==> src/rtl/cif_pkg.sv <==
package cif_pkg;
  localparam int CODE_W = 4;
  localparam int RUN_W  = 4;
  localparam int DIVL_W = 3;

  typedef struct packed {
    logic              use_int;
    logic [DIVL_W-1:0] div_log2;
    logic [RUN_W-1:0]  run_len;
  } flt_cfg_t;

  function automatic flt_cfg_t decode_code(input logic [CODE_W-1:0] code);
    flt_cfg_t c;
    c.use_int = 1'b0;
    c.div_log2 = '0;
    c.run_len = RUN_W'(1);
    unique case (code)
      4'd0:  c.run_len = RUN_W'(1);
      4'd1:  begin c.use_int = 1'b1; c.run_len = RUN_W'(2); end
      4'd2:  begin c.use_int = 1'b1; c.run_len = RUN_W'(4); end
      4'd3:  begin c.use_int = 1'b1; c.run_len = RUN_W'(8); end
      4'd4:  begin c.div_log2 = 3'd1; c.run_len = RUN_W'(6); end
      4'd5:  begin c.div_log2 = 3'd1; c.run_len = RUN_W'(8); end
      4'd6:  begin c.div_log2 = 3'd2; c.run_len = RUN_W'(6); end
      4'd7:  begin c.div_log2 = 3'd2; c.run_len = RUN_W'(8); end
      4'd8:  begin c.div_log2 = 3'd3; c.run_len = RUN_W'(6); end
      4'd9:  begin c.div_log2 = 3'd3; c.run_len = RUN_W'(8); end
      4'd10: begin c.div_log2 = 3'd4; c.run_len = RUN_W'(5); end
      4'd11: begin c.div_log2 = 3'd4; c.run_len = RUN_W'(6); end
      4'd12: begin c.div_log2 = 3'd4; c.run_len = RUN_W'(8); end
      4'd13: begin c.div_log2 = 3'd5; c.run_len = RUN_W'(5); end
      4'd14: begin c.div_log2 = 3'd5; c.run_len = RUN_W'(6); end
      default: begin c.div_log2 = 3'd5; c.run_len = RUN_W'(8); end
    endcase
    return c;
  endfunction
endpackage

==> src/rtl/cif_src_sync.sv <==
module cif_src_sync #(
  parameter int STAGES = 2
) (
  input  logic       clk_i,
  input  logic       rst_ni,
  input  logic [1:0] sel_i,
  input  logic       own_i,
  input  logic       nbr_i,
  input  logic       trig_i,
  output logic       smp_o
);
  logic raw;
  logic [STAGES-1:0] sync_q;

  always_comb begin
    unique case (sel_i)
      2'b01:   raw = own_i;
      2'b10:   raw = nbr_i;
      2'b11:   raw = trig_i;
      default: raw = 1'b0;
    endcase
  end

  for (genvar i = 0; i < STAGES; i++) begin : g_sync
    if (i == 0) begin : g_first
      always_ff @(posedge clk_i or negedge rst_ni)
        if (!rst_ni) sync_q[0] <= 1'b0;
        else         sync_q[0] <= raw;
    end else begin : g_next
      always_ff @(posedge clk_i or negedge rst_ni)
        if (!rst_ni) sync_q[i] <= 1'b0;
        else         sync_q[i] <= sync_q[i-1];
    end
  end

  assign smp_o = sync_q[STAGES-1];
endmodule

==> src/rtl/cif_strobe_gen.sv <==
module cif_strobe_gen #(
  parameter int PRE_W  = 5,
  parameter int DIVL_W = 3
) (
  input  logic              clk_i,
  input  logic              rst_ni,
  input  logic              clr_i,
  input  logic              dts_en_i,
  input  logic              int_en_i,
  input  logic              use_int_i,
  input  logic [DIVL_W-1:0] div_log2_i,
  output logic              stb_o
);
  logic [PRE_W-1:0] pre_q;
  logic [PRE_W:0]   span;
  logic [PRE_W-1:0] last;
  logic             hit;

  assign span = (PRE_W+1)'(1) << div_log2_i;
  assign last = PRE_W'(span - (PRE_W+1)'(1));
  assign hit  = dts_en_i && (pre_q == last);
  assign stb_o = !clr_i && (use_int_i ? int_en_i : hit);

  always_ff @(posedge clk_i or negedge rst_ni) begin
    if (!rst_ni)                    pre_q <= '0;
    else if (clr_i)                 pre_q <= '0;
    else if (!use_int_i && dts_en_i) pre_q <= hit ? '0 : pre_q + PRE_W'(1);
  end
endmodule

==> src/rtl/cif_run_filter.sv <==
module cif_run_filter #(
  parameter int RUN_W = 4
) (
  input  logic             clk_i,
  input  logic             rst_ni,
  input  logic             clr_i,
  input  logic             stb_i,
  input  logic             smp_i,
  input  logic [RUN_W-1:0] run_len_i,
  output logic             level_o,
  output logic             rise_o,
  output logic             fall_o
);
  logic [RUN_W-1:0] cnt_q;
  logic [RUN_W:0]   cnt_nxt;

  assign cnt_nxt = {1'b0, cnt_q} + (RUN_W+1)'(1);

  always_ff @(posedge clk_i or negedge rst_ni) begin
    if (!rst_ni) begin
      cnt_q   <= '0;
      level_o <= 1'b0;
      rise_o  <= 1'b0;
      fall_o  <= 1'b0;
    end else begin
      rise_o <= 1'b0;
      fall_o <= 1'b0;
      if (clr_i) begin
        cnt_q <= '0;
      end else if (stb_i) begin
        if (smp_i == level_o) begin
          cnt_q <= '0;  // agreeing with current level breaks the run
        end else if (cnt_nxt >= {1'b0, run_len_i}) begin
          cnt_q   <= '0;
          level_o <= smp_i;
          rise_o  <= smp_i;
          fall_o  <= !smp_i;
        end else begin
          cnt_q <= cnt_nxt[RUN_W-1:0];
        end
      end
    end
  end
endmodule

==> src/rtl/cap_in_filter.sv <==
module cap_in_filter
  import cif_pkg::*;
#(
  parameter int SYNC_STAGES = 2,
  parameter int PRE_W       = 5
) (
  input  logic              clk_i,
  input  logic              rst_ni,
  input  logic              dts_en_i,
  input  logic              int_en_i,
  input  logic [1:0]        src_sel_i,
  input  logic [CODE_W-1:0] flt_code_i,
  input  logic              pin_own_i,
  input  logic              pin_nbr_i,
  input  logic              trig_i,
  output logic              level_o,
  output logic              rise_o,
  output logic              fall_o
);
  logic [CODE_W-1:0] code_q;
  logic              code_chg;
  flt_cfg_t          cfg;
  logic              smp;
  logic              stb;

  assign cfg      = decode_code(flt_code_i);
  assign code_chg = (flt_code_i != code_q);

  always_ff @(posedge clk_i or negedge rst_ni)
    if (!rst_ni) code_q <= '0;
    else         code_q <= flt_code_i;

  cif_src_sync #(.STAGES(SYNC_STAGES)) u_sync (
    .clk_i  (clk_i),
    .rst_ni (rst_ni),
    .sel_i  (src_sel_i),
    .own_i  (pin_own_i),
    .nbr_i  (pin_nbr_i),
    .trig_i (trig_i),
    .smp_o  (smp)
  );

  cif_strobe_gen #(.PRE_W(PRE_W), .DIVL_W(DIVL_W)) u_stb (
    .clk_i      (clk_i),
    .rst_ni     (rst_ni),
    .clr_i      (code_chg),
    .dts_en_i   (dts_en_i),
    .int_en_i   (int_en_i),
    .use_int_i  (cfg.use_int),
    .div_log2_i (cfg.div_log2),
    .stb_o      (stb)
  );

  cif_run_filter #(.RUN_W(RUN_W)) u_flt (
    .clk_i     (clk_i),
    .rst_ni    (rst_ni),
    .clr_i     (code_chg),
    .stb_i     (stb),
    .smp_i     (smp),
    .run_len_i (cfg.run_len),
    .level_o   (level_o),
    .rise_o    (rise_o),
    .fall_o    (fall_o)
  );
endmodule

==> config.mk <==
export PLATFORM = sky130hd
export DESIGN_NAME = cap_in_filter
export DESIGN_NICKNAME = d
export VERILOG_FILES = /design/src/rtl/cif_pkg.sv /design/src/rtl/cif_src_sync.sv /design/src/rtl/cif_strobe_gen.sv /design/src/rtl/cif_run_filter.sv /design/src/rtl/cap_in_filter.sv
export SDC_FILE = /design/constraint.sdc
export NUM_CORES = 1
export LEC_CHECK = 0
export CORE_ASPECT_RATIO = 0.75
export CORE_MARGIN = 4
export CORE_UTILIZATION = 40
export DETAILED_ROUTE_END_ITERATION = 10
export GPL_ROUTABILITY_DRIVEN = 0
export PLACE_DENSITY_LB_ADDON = 0.05
export SYNTH_ARGS = -nofsm -noshare
export SYNTH_HDL_FRONTEND = slang
export SYNTH_SLANG_ARGS = --single-unit
==> constraint.sdc <==
create_clock -name clk_i -period 2.9 [get_ports clk_i]
set_clock_uncertainty 0.2 [all_clocks]
set_input_delay 0.58 -clock clk_i [delete_from_list [all_inputs] [get_ports clk_i]]
set_output_delay 0.58 -clock clk_i [all_outputs]
set_load 0.05 [all_outputs]
=== Word-level counts from Yosys, hierarchy flattened ===
Index checks and enable logic that the tools add are counted.
W data, S select, Z words.

* Register bits after elaboration: 18
* Input port bits: 13
* Output and inout port bits: 3
* Logic and storage cells: 73

* Add/sub/neg operators: 3
* $lt $le $gt $ge: 1
* Equal/unequal tests: 20
* Shift-type cells: 1
* Multiplexer cells: 20
* Bitwise operators: 2
* Reduce and logical (&&, ||, !) cells: 18

{| class="wikitable"
|+ Operators by type and width
! cell !! count
|-
| $eq A4 B4 Y1 const B || 7
|-
| $pmux W4 S5 || 1
|-
| $eq A4 B3 Y1 const B || 4
|-
| $mux W4 || 4
|-
| $mux W5 || 3
|-
| $pmux W3 S5 || 1
|-
| $mux W1 || 10
|-
| $eq A4 B2 Y1 const B || 2
|-
| $reduce_or A2 Y1 || 4
|-
| $reduce_or A3 Y1 || 2
|-
| $add A4 B1 Y5 const B || 1
|-
| $add A5 B1 Y5 const B || 1
|-
| $eq A5 B5 Y1 || 1
|-
| $ge A5 B4 Y1 || 1
|-
| $reduce_or A5 Y1 || 1
|-
| $shl A1 B3 Y5 const A || 1
|-
| $sub A5 B1 Y5 const B || 1
|-
| $eq A2 B2 Y1 const B || 2
|-
| $eq A4 B1 Y1 const B || 1
|-
| $logic_not A4 Y1 || 1
|-
| $ne A4 B4 Y1 || 1
|-
| $reduce_and A4 Y1 || 1
|-
| $reduce_bool A2 Y1 || 2
|-
| $reduce_or A4 Y1 || 1
|-
| 6 further kinds || 11
|}

=== Longest topological paths before layout ===
* Word-level depth: 11
* Mapped depth: 13
* Depth with buffers taken out: 12

=== Hierarchy ===
Synthesis repeated with hierarchy kept, for this count alone.

* Cell total of the unflattened synthesis: 133
* Area, all modules: 1281.2 um^2

{| class="wikitable"
|+ Modules (own cells, without submodules)
! module !! times used !! cells each !! area an instance (um^2) !! seq. area each (um^2)
|-
| cif_run_filter || 1 || 39 || 421.7 || 175.2
|-
| cif_strobe_gen || 1 || 46 || 401.6 || 125.1
|-
| cap_in_filter || 1 || 43 || 384.1 || 100.1
|-
| cif_src_sync || 1 || 5 || 73.8 || 50.0
|}

=== Worst setup path before layout ===
OpenSTA, ideal clock, no wires.

* Path type: input port to flip-flop
* Start: input port flt_code_i[3]
* End: register u_flt.level_o
* Setup time: 0.125 ns
* Arrival time: 2.462 ns
* Data required time: 2.575 ns
* Setup slack: 0.113 ns
* Stages: 10
* Path buffers: 1
* Cell sequence: buf_6 -> nor2b_1 -> and3_2 -> or2_2 -> ha_1 -> nand2b_1 -> a211oi_1 -> o21ai_0 -> nand3_2 -> mux2_4

* Word-level cells in the longest chain between the ends: 10
* Elaborated cells on any way between the ends: 37
* Classes of those cells: add/sub: 1; order compare: 1; eq/ne: 16; shift: 1; mux: 4; bitwise: 1; reduce/logical: 13

{| class="wikitable"
|+ RTL lines
! what !! line !! source
|-
| start: declaration || cap_in_filter.sv:12 || <nowiki>input logic [CODE_W-1:0] flt_code_i,</nowiki>
|-
| $eq A4 B2 Y1 (tied with other cells) || cif_pkg.sv:17 || <nowiki>unique case (code)</nowiki>
|-
| $reduce_or A4 Y1 (no source line) (tied with other cells) || n/a ||
|-
| $pmux W3 S5 || cif_pkg.sv:17 ||
|-
| $shl A1 B3 Y5 || cif_strobe_gen.sv:19 || <nowiki>assign span = (PRE_W+1)'(1) << div_log2_i;</nowiki>
|-
| $sub A5 B1 Y5 || cif_strobe_gen.sv:20 || <nowiki>assign last = PRE_W'(span - (PRE_W+1)'(1));</nowiki>
|-
| $eq A5 B5 Y1 || cif_strobe_gen.sv:21 || <nowiki>assign hit = dts_en_i && (pre_q == last);</nowiki>
|-
| $logic_and A1 B1 Y1 || cif_strobe_gen.sv:21 ||
|-
| $mux W1 || cif_strobe_gen.sv:22 || <nowiki>assign stb_o = !clr_i && (use_int_i ? int_en_i : hit);</nowiki>
|-
| $logic_and A1 B1 Y1 || cif_strobe_gen.sv:22 ||
|-
| $reduce_and A4 Y1 (no source line) * || n/a ||
|-
| end signal: assignment || cif_run_filter.sv:35 || <nowiki>level_o <= smp_i;</nowiki>
|-
| end: declaration || cif_run_filter.sv:10 || <nowiki>output logic level_o,</nowiki>
|}

Mark *: on every way between the ends. The rest lies on a longest branch, timed or not.
A chain may end at the register's enable or synchronous reset.

=== Worst setup path in the final report ===
Same ends and word-level chain as after synthesis.

==> results.yml <==
status:
  outcome: "completed"
placed_design:
  dp_cells: 198
  dp_hpwl_mm: 2.02
  place.port_buffers: 15
setup_path:
  slowest_delay_ps: 310
  crit_fanout: 4
  crit_type: "in2reg"
  r2r-start: "u_flt.cnt_q[0]"
  crit_start: "flt_code_i[3]"
  critical_path_required_ps: 2840
  cp-end-kind: "flop"
  reg2regPathDepth: 8
  critPathLaunchType: "input port"
  cpMaxStageDelayCell: "mux2_4"
  cp.arrival_ps: 2710
  crit_chain: "clkdlybuf4s15_1, buf_4, nand2b_1, or2_2, ha_1, xor2_1, and2_4, o2111ai_4, o21ai_2, nand3_2, mux2_4"
logic_synthesis:
  ys_top_cells_by_area: "dfrtp_1, ha_1, xor2_1"
  syn-num-nets: 151
  syn_inst: 131
  synth_xor_area_frac: 0.0975
  syn_avg_cell_area_um2: 9.50
  synth_seq_cells: 18
  ys_seq_area_frac: 0.362
  synth_ff_type: "dfrtp_1"
  synth_top_cell_by_area: "dfrtp_1"
  synth_simple_gate_area_frac: 0.220
  ys_types: 43
  yosys_warnings: 0
  syn_area_um2: 1240
  synth-edff-count: 0
  synthMuxAreaShare: 0.0392
  synth_top_family_by_area: "simple AND/OR/NAND/NOR gates"
  synthAdderAreaFrac: 0.0704
  synth_top_area_frac: 0.362
  ys_async_sr_fraction: 1.00
  synth_compound_area_frac: 0.168
detailed_routing:
  first_pass_iters: 4
  drc: 0
  drtIter0Drc: 23
  via_per_inst: 5.06
  wl_mm: 2.54
  final_antenna_net_count: 0
  num_vias: 1018
  wl_per_cell_um: 12.7
floorplan:
  rows: 17
  dieArea_um2: 4080
  die_y_um: 56.3
  initial_core_util: 0.421
  io_pins: 16
  core-area_um2: 2960
  die_w_um: 72.4
timing:
  max_slew.worst_pin.slew_ps: 494
  fmax_ghz: 0.362
  rsz0062_at_grt: "no"
  holdWs_ps: 155
  period_share: 0.953
  finalSetupViolCount: 0
  slew_viol_final: 0
  hold_violations: 0
  slew_headroom: 0.670
  min_period_ps: 2760
cts:
  cts_buffers: 3
  cts_setup_buffers: 0
  clk_path_buf_depth: 2
  cts_tree: "yes"
  cts.sinks: 18
  h-tree-depth: 1
  root_buffer: "clkbuf_8"
  clk_pin_slew_ps: 70
  clk_latency_ps: 250
finish:
  drive_gt1_frac: 0.258
  final_cells: 201
  synthToLayoutAreaGrowth_pct: 29.7
  final_util: 0.546
  nets: 185
  num_antenna_cells: 0
  layout_common_cells: "dfrtp_1, buf_4, nand2_1, clkdlybuf4s50_1, o21ai_0"
run:
  cap_violations: 0
grt:
  grt_pass1_wl_mm: 4.41
  grt_max_degree: 19
  grt_pass1_vias: 995
  track_usage: 0.138
  gr-usage-met1: 0.173
  grt_overflow: 0
  met3_usage: 0.0376
  antenna_found_initial: 0
  grt_use_met2: 0.236
  grt_busiest_layer: "met2"
worst_hold_path:
  hold_class: "reg2reg"
  holdPathStages: 0
  hp-start: "u_sync.sync_q[0]"
power_and_ir_drop:
  ir_drop_mv: 0.241
  leakagePower_nw: 0.736
  powerDensity_nw_per_um2: 341
## area by class of cell
type	count	area (µm²)
timing repair buffer	33	285
inverter	5	18.8
multi-input combinational	104	772
clock buffer	3	41.3
sequential	18	450
fill	272	1340
tap	38	47.5
## where the power goes
part           internal, mW  switching, mW
combinational        0.0582         0.0546
clock                0.0923         0.0845
sequential            0.257        0.00407
## state kept, by name, summed over array words and instances, names as in the netlist
register       count
u_flt.fall_o       1
u_sync.sync_q      1
code_q             4
u_stb.pre_q        5
u_flt.level_o      1
u_flt.rise_o       1
u_flt.cnt_q        4
u_sync.smp_o       1
## cell families (layout without fill, tap and decap cells)
kind of cell,after synthesis,in the layout
AO/OA/AOI/OAI,31,31
buffers and inverters,9,41
AND/OR/NAND/NOR,50,50
adder cells (fa/ha/maj),7,7
flip-flops,18,18
XOR/XNOR,13,13
multiplexers,3,3
## final timing paths
kind,to,slack [ps]
worst min-delay path,u_sync.smp_o,150
worst max register to register,u_flt.level_o,430
worst max-delay path,u_flt.level_o,140
max in group asynchronous,u_stb.pre_q[3],1850
min in group asynchronous,u_flt.cnt_q[0],450
worst min register to register,u_sync.smp_o,150
## timing repair
| item | 4_1_cts | 5_1_grt |
|---|---|---|
| pin swaps | 1 | 0 |
| hold buffers | 0 | 0 |
| gates resized for setup | 5 | 6 |
| endpoints found under the setup margin | 12 | 5 |
| cloned | 0 | 0 |
## synthesized netlist by cell type (2+ instances only)
cell       n
nand2b_1   4
nor2_1     7
or2_2      4
a211oi_1   2
nand3_1    7
o21ai_0   11
buf_6      2
nor2b_1    3
ha_1       7
a21o_1     2
a31oi_1    2
nand2_1   15
a21oi_1    4
dfrtp_1   18
xor2_1     8
xnor2_1    4
inv_1      5
## routing by layer
metal | vias up | share of wire
li1 | 526 | -
met1 | 475 | 0.46
met4 | 0 | 0.0047
met5 | - | 0
met3 | 2 | 0.034
met2 | 15 | 0.50
## critical path: cells and delay by family
family                   cells  cell delay [ps]
adder cells (fa/ha/maj)      1              290
multiplexers                 1              310
XOR/XNOR                     1              160
AO/OA/AOI/OAI                2              250
AND/OR/NAND/NOR              4              710
buffers and inverters        2              400
## metrics by stage
stage          setup WS [ps]  TNS (ps)  area (µm²)  power (mW)
2_1_floorplan            113         0        1240       0.326
3_3_place_gp            -391     -3430        1540       0.373
3_5_place_dp            -410     -4040        1540       0.376
4_1_cts                 54.1         0        1590       0.556
5_1_grt                 24.1         0        1620       0.582
6_report                 137         0        1620       0.550
Note: power is estimated with default switching activity, not from simulation.
